**config.mk**
```make
export PLATFORM = sky130hd
export DESIGN_NAME = seg_vaddr_gen
export DESIGN_NICKNAME = d
export VERILOG_FILES = /design/src/rtl/seg_vaddr_pkg.sv /design/src/rtl/seg_vaddr_ctrl.sv /design/src/rtl/seg_vaddr_dp.sv /design/src/rtl/seg_vaddr_gen.sv
export SDC_FILE = /design/constraint.sdc
export NUM_CORES = 1
export LEC_CHECK = 0
export ABC_AREA = 1
export BUFFER_PORTS_ARGS = -buffer_cell sky130_fd_sc_hd__buf_4
export CORE_AREA = 2 2 200 221
export DETAILED_ROUTE_END_ITERATION = 10
export DIE_AREA = 0 0 202 223
export PLACE_DENSITY = 0.7
export SETUP_SLACK_MARGIN = 0.1
export SKIP_CTS_REPAIR_TIMING = 1
export SLEW_MARGIN = 5
export SYNTH_ARGS = -nofsm -noshare
export SYNTH_HDL_FRONTEND = slang
export SYNTH_SLANG_ARGS = --single-unit
```
**constraint.sdc**
```tcl
create_clock -name clk -period 5.3 [get_ports clk]
set_clock_uncertainty 0.1 [all_clocks]
set_input_delay 1.06 -clock clk [delete_from_list [all_inputs] [get_ports clk]]
set_output_delay 1.06 -clock clk [all_outputs]
set_load 0.005 [all_outputs]
```
**src/rtl/seg_vaddr_pkg.sv**
```systemverilog
package seg_vaddr_pkg;
  localparam int NUM_SR   = 8;
  localparam int SR_IDX_W = $clog2(NUM_SR);
  localparam int OFS_W    = 32;

  // strobes from control to datapath
  typedef struct packed {
    logic                capture;
    logic                addIndex;
    logic [SR_IDX_W-1:0] srIdx;
  } segStrobes_t;
endpackage

```
**src/rtl/seg_vaddr_ctrl.sv**
```systemverilog
module seg_vaddr_ctrl
  import seg_vaddr_pkg::*;
#(
  parameter int OperandMode = 2  // 0 displacement only, 1 index only, 2 per access
) (
  input  logic        clk,
  input  logic        rstN,
  input  logic        reqValid,
  input  logic [1:0]  spaceSel,
  input  logic [1:0]  baseTop,
  input  logic        useIdx,
  output segStrobes_t strb
);
  logic addIdx;

  generate
    if (OperandMode == 0) begin : g_disp
      assign addIdx = 1'b0;
    end else if (OperandMode == 1) begin : g_idx
      assign addIdx = 1'b1;
    end else begin : g_sel
      assign addIdx = useIdx;
    end
  endgenerate

  always_comb begin
    strb.capture  = reqValid;
    strb.addIndex = addIdx;
    if (spaceSel == 2'b00) strb.srIdx = {1'b1, baseTop};
    else                   strb.srIdx = {1'b0, spaceSel};
  end

  assert_short_upper_R3: assert property (@(posedge clk) disable iff (!rstN)
    (spaceSel == 2'b00) |-> (strb.srIdx[2] && strb.srIdx[1:0] == baseTop));

  assert_long_lower_R4: assert property (@(posedge clk) disable iff (!rstN)
    (spaceSel != 2'b00) |-> (!strb.srIdx[2] && strb.srIdx[1:0] == spaceSel));
endmodule

```
**src/rtl/seg_vaddr_dp.sv**
```systemverilog
module seg_vaddr_dp
  import seg_vaddr_pkg::*;
#(
  parameter int SID_W  = 32,
  parameter int DISP_W = 14
) (
  input  logic                  clk,
  input  logic                  rstN,
  input  segStrobes_t           strb,
  input  logic [OFS_W-1:0]      baseVal,
  input  logic [DISP_W-1:0]     dispVal,
  input  logic [OFS_W-1:0]      idxVal,
  input  logic                  srWrEn,
  input  logic [SR_IDX_W-1:0]   srWrAddr,
  input  logic [SID_W-1:0]      srWrData,
  input  logic [SR_IDX_W-1:0]   srRdAddr,
  output logic [SID_W-1:0]      srRdData,
  output logic                  vaValid,
  output logic [SID_W+OFS_W-1:0] vaOut
);
  localparam int EXT_W = OFS_W - DISP_W;

  logic [SID_W-1:0] spaceReg [NUM_SR];
  logic [OFS_W-1:0] dispExt;
  logic [OFS_W-1:0] addend;
  logic [OFS_W-1:0] offsetSum;
  logic [SID_W-1:0] selSid;

  assign dispExt   = {{EXT_W{dispVal[DISP_W-1]}}, dispVal};
  assign addend    = strb.addIndex ? idxVal : dispExt;
  assign offsetSum = baseVal + addend;       // 32-bit wrap, carry dropped
  assign selSid    = spaceReg[strb.srIdx];
  assign srRdData  = spaceReg[srRdAddr];

  always_ff @(posedge clk) begin
    if (!rstN) begin
      for (int i = 0; i < NUM_SR; i++) spaceReg[i] <= '0;
    end else if (srWrEn) begin
      spaceReg[srWrAddr] <= srWrData;
    end
  end

  always_ff @(posedge clk) begin
    if (!rstN) begin
      vaValid <= 1'b0;
      vaOut   <= '0;
    end else begin
      vaValid <= strb.capture;
      if (strb.capture) vaOut <= {selSid, offsetSum};
    end
  end

  assert_sr_write_R2: assert property (@(posedge clk) disable iff (!rstN)
    srWrEn |=> (spaceReg[$past(srWrAddr)] == $past(srWrData)));

  assert_never_reg0_R10: assert property (@(posedge clk) disable iff (!rstN)
    strb.capture |-> (strb.srIdx != '0));

  assert_valid_next_R8: assert property (@(posedge clk) disable iff (!rstN)
    strb.capture |=> vaValid);

  assert_idle_low_R8: assert property (@(posedge clk) disable iff (!rstN)
    !strb.capture |=> !vaValid);

  assert_idle_hold_R8: assert property (@(posedge clk) disable iff (!rstN)
    !strb.capture |=> $stable(vaOut));
endmodule

```
**src/rtl/seg_vaddr_gen.sv**
```systemverilog
module seg_vaddr_gen
  import seg_vaddr_pkg::*;
#(
  parameter int SID_W       = 32,
  parameter int DISP_W      = 14,
  parameter int OperandMode = 2
) (
  input  logic                   clk,
  input  logic                   rstN,
  input  logic                   reqValid,
  input  logic [31:0]            baseVal,
  input  logic [DISP_W-1:0]      dispVal,
  input  logic [31:0]            idxVal,
  input  logic                   useIdx,
  input  logic [1:0]             spaceSel,
  input  logic                   srWrEn,
  input  logic [2:0]             srWrAddr,
  input  logic [SID_W-1:0]       srWrData,
  input  logic [2:0]             srRdAddr,
  output logic [SID_W-1:0]       srRdData,
  output logic                   vaValid,
  output logic [SID_W+31:0]      vaOut
);
  segStrobes_t strb;

  seg_vaddr_ctrl #(.OperandMode(OperandMode)) u_ctrl (
    .clk      (clk),
    .rstN     (rstN),
    .reqValid (reqValid),
    .spaceSel (spaceSel),
    .baseTop  (baseVal[31:30]),
    .useIdx   (useIdx),
    .strb     (strb)
  );

  seg_vaddr_dp #(.SID_W(SID_W), .DISP_W(DISP_W)) u_dp (
    .clk      (clk),
    .rstN     (rstN),
    .strb     (strb),
    .baseVal  (baseVal),
    .dispVal  (dispVal),
    .idxVal   (idxVal),
    .srWrEn   (srWrEn),
    .srWrAddr (srWrAddr),
    .srWrData (srWrData),
    .srRdAddr (srRdAddr),
    .srRdData (srRdData),
    .vaValid  (vaValid),
    .vaOut    (vaOut)
  );
endmodule

```
==> impl_metrics.env <==
export IMPL_ys_top_cells_by_count="412 x nor2_1, 392 x nand2_1, 265 x inv_1"
export IMPL_vias=16900
export IMPL_synthArstFlopShare_pct=0
export IMPL_power_frac_seq_pct=45.4
export IMPL_cts_num_sinks=321
export IMPL_fin_nets=2630
export IMPL_hold_viol=0
export IMPL_dp_cells=3012
export IMPL_met3_length_mm=4.37
export IMPL_ys_seq_area_share_pct=49.5
export IMPL_cts_tree="done"
export IMPL_startpoint="srRdAddr[1]"
export IMPL_avgSynthCellArea_um2=7.77
export IMPL_htreeDepth=2
export IMPL_seqCellArea_um2=8990
export IMPL_root_buffer="clkbuf_16"
export IMPL_die_w_um=202
export IMPL_rsz0062_at_grt="no"
export IMPL_drv_cap=0
export IMPL_yosysWarnings=0
export IMPL_clk_path_buf_depth=3
export IMPL_worstPathCellList="buf_4 > buf_4 > o21ai_0 > o21ai_0 > nor2_1 > a31oi_1 > buf_4"
export IMPL_synth_ff_type="edfxtp_1"
export IMPL_period_needed_ns=4.07
export IMPL_end_kind="output pin"
export IMPL_r2r_start="u_dp.spaceReg[5][12]$_SDFFCE_PN0P_"
export IMPL_first_global_vias=16300
export IMPL_worst_path_most_repeated_cell="buf_4"
export IMPL_p_clk_share_pct=36.6
export IMPL_dpl_hpwl_mm=35.5
export IMPL_synth_most_common_cell="nor2_1"
export IMPL_worstHoldPathType="flip-flop to flip-flop"
export IMPL_drt_iter0_markers=1375
export IMPL_drive_above_1_share_pct=12.4
export IMPL_yosysTopAreaCell="edfxtp_1"
export IMPL_syn_area_um2=18200
export IMPL_vias_per_cell=5.49
export IMPL_port_buffers=219
export IMPL_fillCellCount=4063
export IMPL_die_y_um=223
export IMPL_p_per_area_nw_per_um2=308
export IMPL_ys_ff_latch=321
export IMPL_drt_met1_wl_mm=22.2
export IMPL_hold_start="u_dp.vaOut[10]$_SDFFE_PN0P_"
export IMPL_arrival_ns=2.91
export IMPL_tns_ns=0
export IMPL_tightest_slew_ns=1.12
export IMPL_p_int_mw=4.69
export IMPL_core_um2=42900
export IMPL_crit_buf_inv=3
export IMPL_grt_overflow=0
export IMPL_postRouteAntennaNets=0
export IMPL_initial_core_util_pct=42.3
export IMPL_ys_types=31
export IMPL_grt_pass1_wl_mm=86.9
export IMPL_gp_congestion=0.932
export IMPL_antenna_found_initial=0
export IMPL_crit_path_top_delay_cell="buf_4"
export IMPL_critPathMaxFanout=70
export IMPL_share_comb_of_total_power_pct=18.0
export IMPL_setup_viol=0
export IMPL_wire_per_inst_um=18.3
export IMPL_crit_type="input port to output pin"
export IMPL_p_total_mw=6.56
export IMPL_syn_inst=2340
export IMPL_track_usage_pct=24.4
export IMPL_drc_errors=0
export IMPL_drv_slew=0
export IMPL_slew_headroom_pct=25.2
export IMPL_grt_max_degree=129
export IMPL_cpPeakStageDelay_ns=0.62
export IMPL_max_clock_freq_ghz=0.246
export IMPL_antennaDiodeCount=0
export IMPL_critPathTopFamily="buffers and inverters"
export IMPL_ys_top_cells_by_area="edfxtp_1 42%, nor2_1 8.5%, nand2_1 8.1%"
export IMPL_leakagePower_nw=9.43
export IMPL_cts_buffers=35
export IMPL_ir_drop_uv=288
export IMPL_clk_pin_slew_ns=0.06
export IMPL_final_util_pct=49.6
export IMPL_row_count=80
export IMPL_status="complete, no violations"
export IMPL_netlist_area_leader_share_pct=42.3
export IMPL_start_kind="input port"
export IMPL_multi_input_area_um2=7590
export IMPL_finalNonFillerCells=3076
export IMPL_p_sw_share_pct=28.4
export IMPL_cp_data_required_time_ns=4.14
export IMPL_clock_latency_ns=0.56
export IMPL_p_sw_mw=1.86
export IMPL_areaGrowthSynthToFinish_pct=17.1
export IMPL_syn_nets=2495
export IMPL_ios=220
export IMPL_met2_length_mm=27.7
export IMPL_first_pass_iters=6
export IMPL_routed_wl_mm=56.2
export IMPL_finalCritPeriodShare_pct=76.8
export IMPL_top_layer="met4"
export IMPL_synth_edf_count=256
export IMPL_dieArea_um2=45000
-- path summary, 6_finish.rpt --
check | to | slack (ns) | cells after the start
setup / recovery | srRdData[11] | 1.23 | 7
setup reg to reg | u_dp.vaOut[44]$_SDFFE_PN0P_ | 3.93 | 6
hold reg to reg | u_dp.vaOut[10]$_SDFFE_PN0P_ | 0.39 | 2
hold / removal | u_dp.vaOut[10]$_SDFFE_PN0P_ | 0.39 | 2
-- sequential cells by signal (all words and copies together) (netlist names) --
name,cells
u_dp.vaValid,1
u_dp.vaOut,64
u_dp.spaceReg,256
-- power by group through the flow --
stage	logic, mW	registers [mW]	clock network [mW]
final	1.18	2.98	2.40
after detailed placement	1.17	3.03	0
after global routing	1.31	2.99	2.52
after CTS	1.18	2.98	2.44
after floorplan	0.717	3.01	0
after global placement	1.15	3.02	0
-- routing by layer --
metal,vias to the layer above,track usage (%)
met5,-,0
met4,0,9.94
met3,123,4.02
met2,757,43.0
met1,7929,29.6
li1,8074,-
-- metrics by stage --
step / instance area, µm² / hold slack (ns) / setup slack [ns]
floorplan: 18200 / 0.377 / 2.14
global placement: 20200 / 0.379 / 1.35
detailed placement: 20200 / 0.383 / 1.29
CTS: 21300 / 0.397 / 1.28
global route: 21300 / 0.425 / 1.13
finish: 21300 / 0.393 / 1.23
-- cells by family after synthesis --
group / Yosys count / share of synthesized area (%)
flip-flops: 321 / 49.5
buffers and inverters: 417 / 8.99
AND/OR/NAND/NOR: 897 / 19.3
XOR/XNOR: 16 / 0.771
adder cells (fa/ha/maj): 32 / 2.24
AO/OA/AOI/OAI: 657 / 19.2
-- cell usage in the layout, fill, tap and decap left out, types with 2 or more instances in the layout --
| master | Yosys | layout |
|---|---|---|
| a31oi_1 | 32 | 32 |
| xnor2_1 | 8 | 8 |
| o211ai_1 | 64 | 64 |
| clkinv_2 | 0 | 5 |
| clkinv_1 | 1 | 9 |
| nand3_1 | 82 | 82 |
| nor3_1 | 3 | 3 |
| nand2_2 | 1 | 8 |
| nand4_1 | 3 | 3 |
| inv_2 | 4 | 4 |
| ha_1 | 31 | 31 |
| xor2_1 | 8 | 8 |
| inv_1 | 265 | 265 |
| nand2_1 | 392 | 385 |
| buf_4 | 3 | 241 |
| bufinv_16 | 0 | 2 |
| dfxtp_1 | 65 | 65 |
| buf_12 | 0 | 3 |
| edfxtp_1 | 256 | 256 |
| clkinvlp_4 | 0 | 2 |
| nor2_1 | 412 | 412 |
| clkbuf_16 | 0 | 36 |
| clkbuf_1 | 90 | 7 |
| o21ai_0 | 253 | 253 |
| a21oi_1 | 215 | 215 |
| o21bai_1 | 3 | 3 |
| o21ai_1 | 89 | 88 |
-- layout make-up --
| cell class | count | share of cell area, % |
|---|---|---|
| Timing Repair Buffer | 245 | 8.83 |
| Tap cell | 574 | 3.37 |
| Clock buffer | 45 | 4.44 |
| Clock inverter | 19 | 0.729 |
| Sequential cell | 321 | 42.2 |
| Inverter | 270 | 4.76 |
| Multi-Input combinational cell | 1602 | 35.6 |
-- worst min-delay path, stage by stage (launching register included) --
cell     delay [ns]
dfxtp_1        0.31
nand3_1        0.07
o21ai_0        0.07
No activity file was read; power rests on OpenSTA's default activity.
